===== config.mk =====
export PLATFORM = sky130hd
export DESIGN_NAME = rdv_unit
export DESIGN_NICKNAME = d
export VERILOG_FILES = /design/src/rtl/rdv_pkg.sv /design/src/rtl/rdv_prio_arb.sv /design/src/rtl/rdv_word_store.sv /design/src/rtl/rdv_req_screen.sv /design/src/rtl/rdv_unit.sv
export SDC_FILE = /design/constraint.sdc
export NUM_CORES = 1
export LEC_CHECK = 0
export ABC_AREA = 1
export BUFFER_PORTS_ARGS = -buffer_cell sky130_fd_sc_hd__buf_2
export CAP_MARGIN = 20
export CORE_UTILIZATION = 35
export DETAILED_ROUTE_END_ITERATION = 10
export GPL_TIMING_DRIVEN = 0
export PLACE_DENSITY = 0.64
export SYNTH_ARGS = -nofsm -noshare
export SYNTH_HDL_FRONTEND = slang
export SYNTH_HIERARCHICAL = 1
export SYNTH_SLANG_ARGS = --single-unit

===== constraint.sdc =====
create_clock -name clk -period 12.6 [get_ports clk]
set_clock_uncertainty 0.1 [all_clocks]
set_input_delay 0 -clock clk [delete_from_list [all_inputs] [get_ports clk]]
set_output_delay 0 -clock clk [all_outputs]
set_load 0.05 [all_outputs]

===== src/rtl/rdv_pkg.sv =====
package rdv_pkg;

   // outcome of the single request served in a cycle
   typedef enum logic [2:0] {
      ACT_IDLE    = 3'd0,
      ACT_PARK_P  = 3'd1,  // producer claims a free word
      ACT_PARK_C  = 3'd2,  // consumer claims a free word
      ACT_COLLECT = 3'd3,  // consumer meets parked producer
      ACT_HANDOFF = 3'd4   // producer meets parked consumer
   } act_e;

   function automatic int idx_width(input int n);
      return (n > 1) ? $clog2(n) : 1;
   endfunction

endpackage


===== src/rtl/rdv_prio_arb.sv =====
module rdv_prio_arb #(
   parameter int N     = 4,
   parameter int STYLE = 0,
   localparam int IW   = rdv_pkg::idx_width(N)
) (
   input  logic [N-1:0]  req,
   output logic [N-1:0]  gnt,
   output logic [IW-1:0] idx,
   output logic          any
);

   generate
      if (STYLE == 0) begin : g_scan
         always_comb begin
            gnt = '0;
            for (int i = N - 1; i >= 0; i--) begin
               if (req[i]) begin
                  gnt    = '0;
                  gnt[i] = 1'b1;
               end
            end
         end
      end else begin : g_twos
         assign gnt = req & (~req + N'(1));
      end
   endgenerate

   always_comb begin
      idx = '0;
      for (int i = 0; i < N; i++) begin
         if (gnt[i]) idx = IW'(i);
      end
   end

   assign any = |req;

endmodule


===== src/rtl/rdv_word_store.sv =====
module rdv_word_store #(
   parameter int NT    = 4,
   parameter int DEPTH = 8,
   parameter int DW    = 16,
   localparam int AW   = rdv_pkg::idx_width(DEPTH),
   localparam int IW   = rdv_pkg::idx_width(NT)
) (
   input  logic             clk,
   input  logic             rst_n,
   // per-thread owner lookup
   input  logic [AW-1:0]    look_addr [NT],
   output logic [NT-1:0]    look_held,
   output logic [NT-1:0]    look_cons,
   output logic [IW-1:0]    look_owner [NT],
   // data read for the served request
   input  logic [AW-1:0]    sel_addr,
   output logic [DW-1:0]    sel_data,
   // single update port
   input  logic             tag_we,
   input  logic             tag_held,
   input  logic             tag_cons,
   input  logic [IW-1:0]    tag_owner,
   input  logic             data_we,
   input  logic [DW-1:0]    data_in
);

   logic          held_q  [DEPTH];
   logic          cons_q  [DEPTH];
   logic [IW-1:0] owner_q [DEPTH];
   logic [DW-1:0] mem_q   [DEPTH];

   always_ff @(posedge clk or negedge rst_n) begin
      if (!rst_n) begin
         for (int w = 0; w < DEPTH; w++) begin
            held_q[w]  <= 1'b0;
            cons_q[w]  <= 1'b0;
            owner_q[w] <= '0;
            mem_q[w]   <= '0;
         end
      end else begin
         if (tag_we) begin
            held_q[sel_addr]  <= tag_held;
            cons_q[sel_addr]  <= tag_cons;
            owner_q[sel_addr] <= tag_owner;
         end
         if (data_we) mem_q[sel_addr] <= data_in;
      end
   end

   generate
      for (genvar t = 0; t < NT; t++) begin : g_look
         assign look_held[t]  = held_q[look_addr[t]];
         assign look_cons[t]  = cons_q[look_addr[t]];
         assign look_owner[t] = owner_q[look_addr[t]];
      end
   endgenerate

   assign sel_data = mem_q[sel_addr];

endmodule


===== src/rtl/rdv_req_screen.sv =====
module rdv_req_screen (
   input  logic valid,
   input  logic is_store,
   input  logic parked,
   input  logic held,
   input  logic held_by_cons,
   output logic eligible
);

   // same role as current owner: wait for the word to free up
   logic same_role;
   assign same_role = held & (held_by_cons == ~is_store);
   assign eligible  = valid & ~parked & ~same_role;

endmodule


===== src/rtl/rdv_unit.sv =====
module rdv_unit #(
   parameter int NT        = 4,
   parameter int DEPTH     = 8,
   parameter int DW        = 16,
   parameter int ARB_STYLE = 0,
   localparam int AW       = rdv_pkg::idx_width(DEPTH),
   localparam int IW       = rdv_pkg::idx_width(NT)
) (
   input  logic             clk,
   input  logic             rst_n,
   input  logic [NT-1:0]    req_valid,
   input  logic [NT-1:0]    req_store,
   input  logic [NT*AW-1:0] req_addr,
   input  logic [NT*DW-1:0] req_wdata,
   output logic [NT-1:0]    ack,
   output logic [NT-1:0]    suspended,
   output logic [NT-1:0]    wake,
   output logic [NT-1:0]    rvalid,
   output logic [NT*DW-1:0] rdata
);
   import rdv_pkg::*;

   generate
      if (NT < 2) begin : g_bad_nt
         $error("rdv_unit: NT must be at least 2");
      end
      if (DEPTH < 2 || (DEPTH & (DEPTH - 1)) != 0) begin : g_bad_depth
         $error("rdv_unit: DEPTH must be a power of two >= 2");
      end
      if (DW < 1) begin : g_bad_dw
         $error("rdv_unit: DW must be positive");
      end
      if (ARB_STYLE != 0 && ARB_STYLE != 1) begin : g_bad_arb
         $error("rdv_unit: ARB_STYLE must be 0 or 1");
      end
   endgenerate

   logic [AW-1:0] addr_a  [NT];
   logic [DW-1:0] wdata_a [NT];
   logic [IW-1:0] owner_a [NT];
   logic [DW-1:0] rdata_q [NT];
   logic [NT-1:0] held_v, cons_v, elig, gnt;
   logic [IW-1:0] g;
   logic          any;

   generate
      for (genvar t = 0; t < NT; t++) begin : g_thr
         assign addr_a[t]  = req_addr[t*AW +: AW];
         assign wdata_a[t] = req_wdata[t*DW +: DW];
         assign rdata[t*DW +: DW] = rdata_q[t];

         rdv_req_screen u_screen (
            .valid        (req_valid[t]),
            .is_store     (req_store[t]),
            .parked       (suspended[t]),
            .held         (held_v[t]),
            .held_by_cons (cons_v[t]),
            .eligible     (elig[t])
         );
      end
   endgenerate

   rdv_prio_arb #(.N(NT), .STYLE(ARB_STYLE)) u_arb (
      .req (elig),
      .gnt (gnt),
      .idx (g),
      .any (any)
   );

   // served request
   logic          s_store, s_held, s_cons;
   logic [AW-1:0] s_addr;
   logic [DW-1:0] s_wdata, s_mem;
   logic [IW-1:0] s_owner;
   act_e          act;

   assign s_store = req_store[g];
   assign s_held  = held_v[g];
   assign s_cons  = cons_v[g];
   assign s_addr  = addr_a[g];
   assign s_wdata = wdata_a[g];
   assign s_owner = owner_a[g];

   always_comb begin
      if (!any)         act = ACT_IDLE;
      else if (!s_held) act = s_store ? ACT_PARK_P : ACT_PARK_C;
      else if (s_store) act = ACT_HANDOFF;
      else              act = ACT_COLLECT;
   end

   logic tag_held, tag_cons, data_we;
   assign tag_held = (act == ACT_PARK_P) || (act == ACT_PARK_C);
   assign tag_cons = (act == ACT_PARK_C);
   assign data_we  = (act == ACT_PARK_P) || (act == ACT_HANDOFF);

   rdv_word_store #(.NT(NT), .DEPTH(DEPTH), .DW(DW)) u_store (
      .clk        (clk),
      .rst_n      (rst_n),
      .look_addr  (addr_a),
      .look_held  (held_v),
      .look_cons  (cons_v),
      .look_owner (owner_a),
      .sel_addr   (s_addr),
      .sel_data   (s_mem),
      .tag_we     (any),
      .tag_held   (tag_held),
      .tag_cons   (tag_cons),
      .tag_owner  (g),
      .data_we    (data_we),
      .data_in    (s_wdata)
   );

   always_ff @(posedge clk or negedge rst_n) begin
      if (!rst_n) begin
         ack       <= '0;
         suspended <= '0;
         wake      <= '0;
         rvalid    <= '0;
         for (int t = 0; t < NT; t++) rdata_q[t] <= '0;
      end else begin
         ack    <= gnt;
         wake   <= '0;
         rvalid <= '0;
         unique case (act)
            ACT_PARK_P, ACT_PARK_C: suspended[g] <= 1'b1;
            ACT_COLLECT: begin
               suspended[s_owner] <= 1'b0;
               wake[s_owner]      <= 1'b1;
               rvalid[g]          <= 1'b1;
               rdata_q[g]         <= s_mem;
            end
            ACT_HANDOFF: begin
               suspended[s_owner] <= 1'b0;
               wake[s_owner]      <= 1'b1;
               rvalid[s_owner]    <= 1'b1;
               rdata_q[s_owner]   <= s_wdata;
            end
            default: ;
         endcase
      end
   end

endmodule


==> impl_metrics.ini, run 1 <==
[sta]
layout_min_cycle_time_ns = 7.12
tns_ns = 0
hold_viol = 0
max_freq_mhz = 140
finalCritPeriodShare = 0.565
grt_setup_unrepaired = no
finalMaxSlewViolations = 0
setup_viol = 0
worst_pin_slew_ns = 0.900
hold_ws_ns = 0.0513
relSlewSlack = 0.398

[worst_hold_path]
worstHoldStart = req_wdata[17]
hold_depth = 5
hold_path.class = in2reg
worstHoldEndpoint = rdata[17]$_DFFE_PN0P_

[floorplanning]
initial_core_util = 0.356
core_mm2 = 0.0378
chipWidth_um = 198
dieArea_mm2 = 0.0392
ios = 166
chipHeight_um = 198
rows = 71

[detailed_routing]
wl_per_cell_um = 18.9
dr.pass1.iters = 6
drt_iter0_markers = 1415
drc = 0
wirelength_mm = 51.2
ant_nets = 0
num_vias = 14200
vias_per_cell = 5.27

[synth]
synth_fp_nets = 2045
yosysTopAreaCell = dfrtp_1
ys_seq_area_frac = 0.447
yosys_warnings = 6
synth_cell_types = 26
synth_flop_cell = dfrtp_1
avgSynthCellArea_um2 = 6.87
synthTopCellsByArea = dfrtp_1, nand2_1, nand3_1, o21ai_0, inv_1
synth-seq-cells = 240
synth_cells = 1958
synth_edf_count = 0
synthesis.area_mm2 = 0.0134
yosysTopAreaCellShare = 0.447
async_flop_share = 1.00

[clock_network]
cts_buffers = 27
htreeDepth = 1
clockBufferDepth = 3
clock_sinks = 240
worstSkewPairLatency_ns = 0.58
clockRootBuffer = clkbuf_16
cts_tree = done
path_clk_slew_ns = 0.06
cts.hold.buffers_added = 17
cts_resized = 0
cts_setup_buffers = 0

[grt]
grt_usage = 0.263
grt_pass1_wl_mm = 78.7
antenna_found_initial = 1
grt-ovfl-total = 0
grt_pass1_vias = 13400
grt_max_degree = 101

[run_status]
outcome = complete, no violations

[job]
cap_viol_max_count = 0

[cells_and_area]
n_antenna_cell = 0
num-fill-cells = 3822
drive_gt1_frac = 0.141
nNetsFinal = 2258
areaGrowthSynthToFinish_pct = 20.2
final_common_cell = nand2_1
mostFrequentLayoutCells = nand2_1, dfrtp_1, nand3_1, buf_2, o21ai_0

[worst_setup_path]
worstPathRequired_ns = 13.01
crit_top_cell = nand2_1
crit_slowest_cell = clkbuf_1
critPathBufInv = 12
ff2ff_setup_slack_ns = 5.48
startpoint_type = register
worstPathArrival_ns = 7.54
worstSetupPathType = reg2reg
end_kind = register
crit_family = buffers and inverters
crit_fanout = 10
r2r-end = u_store/mem_q[25]$_DFFE_PN0P_
reg2reg_depth = 33
slowest_delay_ns = 0.69
r2r-start = u_store/cons_q[2]$_DFFE_PN0P_

[pwr]
leakage_nw = 8.85
vdd_ir_drop_max_v = 0.000102
power.density_mw_per_mm2 = 286

[placement]
io_buffer_count = 165
post-dp-hpwl_mm = 37.5
gp_congestion = 1.01
## worst max-delay path by stage
stage	cells past startpoint	slack, ns	to	start
after floorplan	35	8.12	u_store/mem_q[21]$_DFFE_PN0P_	req_addr[3]
after global placement	35	5.95	u_store/mem_q[74]$_DFFE_PN0P_	req_addr[3]
after detailed placement	35	5.88	u_store/mem_q[74]$_DFFE_PN0P_	req_addr[3]
after CTS	33	5.69	u_store/mem_q[77]$_DFFE_PN0P_	u_store/cons_q[2]$_DFFE_PN0P_
after global routing	33	5.08	u_store/mem_q[25]$_DFFE_PN0P_	u_store/cons_q[2]$_DFFE_PN0P_
final	33	5.48	u_store/mem_q[25]$_DFFE_PN0P_	u_store/cons_q[2]$_DFFE_PN0P_
## area by class of cell
class	count	area (µm²)	area share
Inverter	95	357	0.0221
Clock buffer	35	726	0.0449
Buffer	111	557	0.0345
Multi-Input combinational cell	1512	6520	0.404
Timing Repair Buffer	184	1080	0.0668
Tap cell	511	639	0.0396
Sequential cell	240	6010	0.372
Clock inverter	14	268	0.0166
## worst reg2reg max path: cells and delay by family, from the launching register on
kind | cells | cell delay, ns
AOI/OAI and AO/OA | 1 | 0.59
DFF | 1 | 0.38
and+or+nand+nor | 19 | 2.41
buffers and inverters | 12 | 3.35
adders and majority gates | 1 | 0.25
## metrics by stage
step | area (µm²) | instances | util | total power [mW] | setup WS [ns]
2_1_floorplan | 13400 | 1958 | - | 2.78 | 8.12
3_3_place_gp | 14900 | 2634 | 0.395 | 3.61 | 5.95
3_5_place_dp | 15000 | 2636 | 0.397 | 3.65 | 5.88
4_1_cts | 16200 | 2702 | 0.428 | 4.56 | 5.69
5_1_grt | 16200 | 2702 | 0.428 | 4.89 | 5.08
6_report | 16200 | 2702 | 0.428 | 4.62 | 5.48
## cell families after synthesis
family / count (synthesis) / synth area share
and+or+nand+nor: 1336 / 0.417
DFF: 240 / 0.447
buffers and inverters: 206 / 0.0679
AOI/OAI and AO/OA: 175 / 0.0674
adders and majority gates: 1 / 0.000931
## synth_stat cells, types with 12 or more instances
| cell | count |
|---|---|
| nand2_1 | 950 |
| buf_2 | 43 |
| inv_1 | 88 |
| dfrtp_1 | 240 |
| o21ai_1 | 28 |
| clkbuf_1 | 47 |
| o21ai_0 | 118 |
| buf_4 | 13 |
| a22oi_1 | 12 |
| a21oi_1 | 17 |
| nor2_1 | 63 |
| nand3_1 | 239 |
| nand4_1 | 51 |
## routing by layer
layer / part of all wire / GRT usage
met2: 0.44 / 0.411
met3: 0.077 / 0.0422
met4: 0.045 / 0.127
met5: 0.00025 / 0
met1: 0.44 / 0.354
## where the power goes
part	total [mW]	internal (mW)	switching [mW]	leakage [nW]
registers	1.22	1.06	0.156	3.16
logic	2.52	0.581	1.94	5.21
clock network	0.886	0.551	0.335	0.475
## sequential cells by signal, summed over array words and instances, names as in the netlist
register         count
ack                  4
rdata               64
rvalid               4
suspended            4
u_store/cons_q       8
u_store/held_q       8
u_store/mem_q      128
u_store/owner_q     16
wake                 4
(Power assumes the default switching activity.)
==> run 2: changes to the inputs <==
--- a/config.mk
+++ b/config.mk
@@ -5,13 +5,13 @@
 export SDC_FILE = /design/constraint.sdc
 export NUM_CORES = 1
 export LEC_CHECK = 0
-export ABC_AREA = 1
+export ABC_AREA = 0
 export BUFFER_PORTS_ARGS = -buffer_cell sky130_fd_sc_hd__buf_2
 export CAP_MARGIN = 20
 export CORE_UTILIZATION = 35
 export DETAILED_ROUTE_END_ITERATION = 10
 export GPL_TIMING_DRIVEN = 0
-export PLACE_DENSITY = 0.64
+export PLACE_DENSITY = 0.66
 export SYNTH_ARGS = -nofsm -noshare
 export SYNTH_HDL_FRONTEND = slang
 export SYNTH_HIERARCHICAL = 1
==> constraint.sdc (replaced) <==
create_clock -name clk -period 6.3 [get_ports clk]
set_clock_uncertainty 0.1 [all_clocks]
set_input_delay 0 -clock clk [delete_from_list [all_inputs] [get_ports clk]]
set_output_delay 0 -clock clk [all_outputs]
set_load 0.05 [all_outputs]
==> run 2 against run 1 <==
The run now ends with hold timing left. Clock-buffer cell count grew 2. Via count shrank 41%. Die area shrank 9.1%. Register-to-register slack lost 5.1 ns. Hold slack lost 0.056 ns.
==> impl_metrics.ini, run 2 <==
[floorplanning]
ios = 166
initial_core_util = 0.354
chipWidth_um = 189
dieArea_mm2 = 0.0356
core_mm2 = 0.0345
rows = 68
chipHeight_um = 189

[cells_and_area]
drive_gt1_frac = 0.480
n_antenna_cell = 0
final_common_cell = dfrtp_1
mostFrequentLayoutCells = dfrtp_1, buf_2, mux2_2, mux4_2, nor2_1
largest-register = u_store/mem_q
largest_reg_flops = 128
areaGrowthSynthToFinish_pct = 21.0
nNetsFinal = 1156
num-fill-cells = 3116
fin_area_mm2 = 0.0148

[grt]
grt_max_degree = 115
antenna_found_initial = 0
grt-ovfl-total = 0
grt_pass1_wl_mm = 51.6
grt_pass1_vias = 8795
grt_usage = 0.184

[detailed_routing]
dr.pass1.iters = 5
num_vias = 8424
drt_iter0_markers = 682
wirelength_mm = 32.5
wl_per_cell_um = 21.1
vias_per_cell = 5.47
ant_nets = 0
drc = 0

[sta]
relSlewSlack = 0.195
worst_pin_slew_ns = 1.20
finalMaxSlewViolations = 0
max_freq_mhz = 170
layout_min_cycle_time_ns = 5.89
grt_setup_unrepaired = no
fin_ws_ns = 0.410
hold_ws_ns = -0.00433
setup_viol = 0
hold_viol = 2
finalCritPeriodShare = 0.935

[pwr]
vdd_ir_drop_max_v = 0.000299
leakage_nw = 6.85
pwr-share-comb = 0.506
clkPwrFrac = 0.181
switchingPower_mw = 3.39
seqPwrFrac = 0.314
power.density_mw_per_mm2 = 553
intPower_mw = 4.78
switching_share = 0.415

[clock_network]
worstSkewPairLatency_ns = 0.52
path_clk_slew_ns = 0.06
cts_tree = done
cts_buffers = 24
htreeDepth = 1
clock_sinks = 240
clockBufferDepth = 3
clockRootBuffer = clkbuf_16

[synth]
synth_top_family_by_area = multiplexers
synth_simple_gate_area_share = 0.0577
synthXorXnorAreaFrac = 0.00359
yosysTopAreaCellShare = 0.492
yosys_warnings = 6
synth_edf_count = 0
synthMuxAreaShare = 0.343
synth-seq-cells = 240
yosysTopAreaCell = dfrtp_1
synth_fa_ha_area_frac = 0.00102
synth_fp_nets = 937
synth_common_cells = dfrtp_1, mux2_2, mux4_2
yosysMostFrequentCell = dfrtp_1
async_flop_share = 1.00
synth_compound_area_frac = 0.0663
synthesis.area_mm2 = 0.0122
synthTopCellsByArea = dfrtp_1, mux2_2, mux4_2, a221o_1, mux2_1
ys_seq_area_frac = 0.492
synth_cells = 850
synth_cell_types = 58
synth_flop_cell = dfrtp_1
avgSynthCellArea_um2 = 14.4

[worst_setup_path]
worstPathRequired_ns = 6.59
worstSetupPathType = reg2reg
crit_fanout = 10
startpoint_type = register
worstPathArrival_ns = 6.18
end_kind = register

[placement]
io_buffer_count = 165
post-dp-hpwl_mm = 23.6
pre_cts_slack_ns = -0.660
gp_congestion = 0.860
place_area_mm2 = 0.0137

[job]
cap_viol_max_count = 0

[worst_hold_path]
hold_path.class = in2async

[run_status]
outcome = complete, but fails checks
violations = hold timing
-- run 2: cell count changes after synthesis, sizes merged, moves of 22 or more --
cell    previous run  this run
nand2            965        17
nand3            242         8
mux2               0       201
o21ai            146        16
mux4               0        75
inv               94        25
a221o              0        50
nand4             51         1
clkbuf            47        14
mux2i              0        23
buf               64        42
-- run 2: path summary, 6_finish.rpt --
path | startpoint | end | slack (ns) | cells past startpoint
setup / recovery | u_store/cons_q[1]$_DFFE_PN0P_ | u_store/mem_q[110]$_DFFE_PN0P_ | 0.41 | 18
hold / removal | rst_n | rdata[12]$_DFFE_PN0P_ | -0.004 | 3
setup reg to reg | u_store/cons_q[1]$_DFFE_PN0P_ | u_store/mem_q[110]$_DFFE_PN0P_ | 0.41 | 18
hold reg to reg | u_store/mem_q[97]$_DFFE_PN0P_ | u_store/mem_q[97]$_DFFE_PN0P_ | 0.39 | 1
max in group asynchronous | rst_n | wake[1]$_DFF_PN0_ | 5.15 | 4
min in group clk | req_wdata[12] | u_store/mem_q[28]$_DFFE_PN0P_ | 0.02 | 3
-- run 2: per-layer routing --
layer / GRT usage / part of all wire
met1: 0.247 / 0.42
met3: 0.0222 / 0.062
met2: 0.312 / 0.49
met5: 0 / 0
met4: 0.0502 / 0.021
-- run 2: worst max-delay path, stage by stage (launching register included) --
cell             delay (ns)
dfrtp_1                0.42
mux4_2                 0.49
mux2_2                 0.29
xor2_1                 0.14
a21oi_1                0.29
nor2_1                 0.12
nor3_2                 0.31
buf_2                  0.33
clkdlybuf4s15_2        0.52
mux4_2                 0.38
ha_1                   0.35
and3b_1                0.22
clkbuf_1               0.27
o21a_1                 0.19
buf_2                  0.27
and3_1                 0.20
buf_2                  0.22
buf_4                  0.27
mux2_2                 0.36
-- run 2: timing repair --
item	CTS	global route
hold buffers	18	0
endpoints found under the hold margin	163	0
buffers inserted	0	4
resized for setup	5	3
endpoints found under the setup margin	180	98
pin swaps	0	2
cloned	0	0
-- run 2: kinds of logic (layout without fill, tap and decap cells) --
kind of cell | Yosys count | in the layout
flip-flops | 240 | 240
AND/OR/NAND/NOR | 127 | 127
multiplexers | 299 | 299
buffers and inverters | 82 | 318
AO/OA/AOI/OAI | 96 | 96
XOR/XNOR | 5 | 5
adder cells (fa/ha/maj) | 1 | 1
-- run 2: cell type report --
type / instances / area, µm² / share of cell area
clock buffer: 37 / 699 / 0.0473
tap: 455 / 569 / 0.0385
buffer: 55 / 353 / 0.0239
timing repair buffer: 194 / 1150 / 0.0779
sequential: 240 / 6010 / 0.406
multi-input combinational: 528 / 5790 / 0.392
clock inverter: 6 / 116 / 0.00787
inverter: 26 / 98.8 / 0.00669
-- run 2: through the flow --
stage / std cells / utilization / total power, mW / TNS, ns / hold slack (ns)
floorplan: 850 / - / 5.47 / 0 / -0.396
global placement: 1470 / 0.395 / 6.52 / -91.81 / 0.285
detailed placement: 1474 / 0.397 / 6.61 / -68.03 / -0.255
CTS: 1535 / 0.427 / 8.17 / 0 / 0.00544
global route: 1541 / 0.429 / 8.60 / 0 / 0.0237
finish: 1541 / 0.429 / 8.18 / 0 / -0.00433
-- run 2: power groups by stage --
stage	combinational [mW]	clock [mW]	sequential, mW
5_1_grt	4.40	1.57	2.63
3_3_place_gp	3.97	0	2.55
4_1_cts	4.10	1.51	2.55
6_report	4.13	1.48	2.56
2_1_floorplan	2.41	0	3.06
3_5_place_dp	4.05	0	2.57
==> run 3: changes to the inputs <==
--- a/config.mk
+++ b/config.mk
@@ -9,6 +9,7 @@
 export BUFFER_PORTS_ARGS = -buffer_cell sky130_fd_sc_hd__buf_2
 export CAP_MARGIN = 20
 export CORE_UTILIZATION = 35
+export CTS_BUF_LIST = sky130_fd_sc_hd__clkbuf_4 sky130_fd_sc_hd__clkbuf_8
 export DETAILED_ROUTE_END_ITERATION = 10
 export GPL_TIMING_DRIVEN = 0
 export PLACE_DENSITY = 0.66
==> run 3 against run 2 <==
The run now ends clean. Routed wire length is 2.7% higher. Power is 0.81% lower. Cell area is 1.3% higher. Sequential power hardly changed. Hold slack better by 0.033 ns. Clock-buffer cell count is 16 higher. Setup slack worse by 0.0039 ns. Die area stayed put. Sequential share of layout area is 0.52 points lower.
==> impl_metrics.ini, run 3 (synthesis results as in run 2) <==
[grt]
grt_pass1_wl_mm = 53.1
grt_pass1_vias = 9171
antenna_found_initial = 0
grt_max_degree = 115
grt-ovfl-total = 0
grt_usage = 0.190

[clock_network]
path_clk_slew_ns = 0.06
clockBufferDepth = 3
cts_buffers = 38
htreeDepth = 2
clockRootBuffer = clkbuf_8
cts_tree = done
clock_sinks = 240
worstSkewPairLatency_ns = 0.55

[worst_hold_path]
hold_path.class = in2reg

[worst_setup_path]
crit_top_cell = buf_2
slowest_delay_ns = 0.53
crit_fanout = 10
cp-endpoint = u_store/mem_q[110]$_DFFE_PN0P_
startpoint_type = register
r2r-end = u_store/mem_q[110]$_DFFE_PN0P_
worstPathArrival_ns = 6.22
startpoint = u_store/cons_q[1]$_DFFE_PN0P_
ff2ff_setup_slack_ns = 0.41
worstPathRequired_ns = 6.62
path_cells = mux4_2, mux2_2, xor2_1, a21oi_1, nor2_1, nor3_2, buf_2, clkdlybuf4s15_2, mux4_2, ha_1, and3b_1, clkbuf_1, o21a_1, buf_2, and3_1, buf_2, buf_4, mux2_2
end_kind = register
reg2reg_depth = 18
worstSetupPathType = reg2reg
crit_slowest_cell = clkdlybuf4s15_2
r2r-start = u_store/cons_q[1]$_DFFE_PN0P_

[placement]
post-dp-hpwl_mm = 23.6
io_buffer_count = 165
gp_congestion = 0.860
pre_cts_slack_ns = -0.660
place_area_mm2 = 0.0137

[cells_and_area]
drive_gt1_frac = 0.484
final_common_cell = dfrtp_1
mostFrequentLayoutCells = dfrtp_1, buf_2, mux2_2, mux4_2, nor2_1
largest-register = u_store/mem_q
num-fill-cells = 3101
nNetsFinal = 1196
fin_area_mm2 = 0.0150
n_antenna_cell = 0
largest_reg_flops = 128
areaGrowthSynthToFinish_pct = 22.6

[sta]
finalMaxSlewViolations = 0
hold_viol = 0
finalCritPeriodShare = 0.936
grt_setup_unrepaired = no
worst_pin_slew_ns = 1.24
hold_ws_ns = 0.0290
relSlewSlack = 0.169
fin_ws_ns = 0.406
layout_min_cycle_time_ns = 5.89
setup_viol = 0
max_freq_mhz = 170

[detailed_routing]
drt_iter0_markers = 610
num_vias = 8682
ant_nets = 0
wirelength_mm = 33.4
drc = 0
wl_per_cell_um = 21.1
dr.pass1.iters = 7
vias_per_cell = 5.48

[floorplanning]
chipHeight_um = 189
ios = 166
rows = 68
initial_core_util = 0.354
chipWidth_um = 189
core_mm2 = 0.0345
dieArea_mm2 = 0.0356

[pwr]
leakage_nw = 6.96
seqPwrFrac = 0.316
power_mw = 8.11
power.density_mw_per_mm2 = 542
vdd_ir_drop_max_v = 0.000301
switchingPower_mw = 3.43
clkPwrFrac = 0.164
switching_share = 0.423
intPower_mw = 4.68
pwr-share-comb = 0.520

[run_status]
outcome = complete, no violations

[job]
cap_viol_max_count = 0
run 3: per-stage QoR:
step                utilization  TNS (ns)  instances
floorplan                     -         0        850
global placement          0.395    -91.81       1470
detailed placement        0.397    -68.03       1474
CTS                       0.431         0       1575
global route              0.434         0       1583
finish                    0.434         0       1583
run 3: worst min-delay path by stage:
stage / slack, ns / to / start / cells past startpoint
3_5_place_dp: -0.25 / rdata[40]$_DFFE_PN0P_ / rst_n / 1
4_1_cts: 0.001 / rdata[24]$_DFFE_PN0P_ / req_wdata[40] / 5
6_report: 0.03 / rdata[18]$_DFFE_PN0P_ / req_wdata[2] / 5
3_3_place_gp: 0.29 / ack[3]$_DFF_PN0_ / req_valid[3] / 5
5_1_grt: 0.04 / rdata[60]$_DFFE_PN0P_ / req_wdata[60] / 5
2_1_floorplan: -0.40 / ack[0]$_DFF_PN0_ / rst_n / 0
run 3: worst max-delay path, delay by kind of cell, from the launching register on:
family / cells / cell delay [ns]
buf+inv: 6 / 1.88
mux: 4 / 1.54
simple gates: 4 / 0.86
compound gates: 2 / 0.48
flops: 1 / 0.43
fa+ha+maj: 1 / 0.35
xor+xnor: 1 / 0.15
run 3: what timing repair did:
| item | CTS | global route |
|---|---|---|
| setup endpoints to repair | 179 | 105 |
| resized for setup | 5 | 3 |
| pin swaps | 0 | 2 |
| setup buffers | 0 | 5 |
| endpoints found under the hold margin | 193 | 5 |
| hold buffers | 42 | 1 |
run 3: power by group through the flow:
stage,Clock (mW),Combinational [mW],Sequential [mW]
3_3_place_gp,0,3.97,2.55
4_1_cts,1.37,4.17,2.55
2_1_floorplan,0,2.41,3.06
6_report,1.33,4.21,2.57
3_5_place_dp,0,4.05,2.57
5_1_grt,1.43,4.48,2.63
run 3: routing by layer:
layer,routed length (µm),vias up,global-route usage
met2,16300,361,0.321
li1,-,3764,-
met3,2220,72,0.0298
met5,0,-,0
met4,801,0,0.0623
met1,14100,4485,0.250
run 3: layout make-up:
class                      instances  area [µm²]  area share
sequential                       240        6010       0.401
multi-input combinational        528        5790       0.387
timing repair buffer             220        1420      0.0949
clock buffer                      53         673      0.0450
tap                              455         569      0.0380
buffer                            55         353      0.0236
inverter                          26        98.8     0.00660
clock inverter                     6        63.8     0.00426
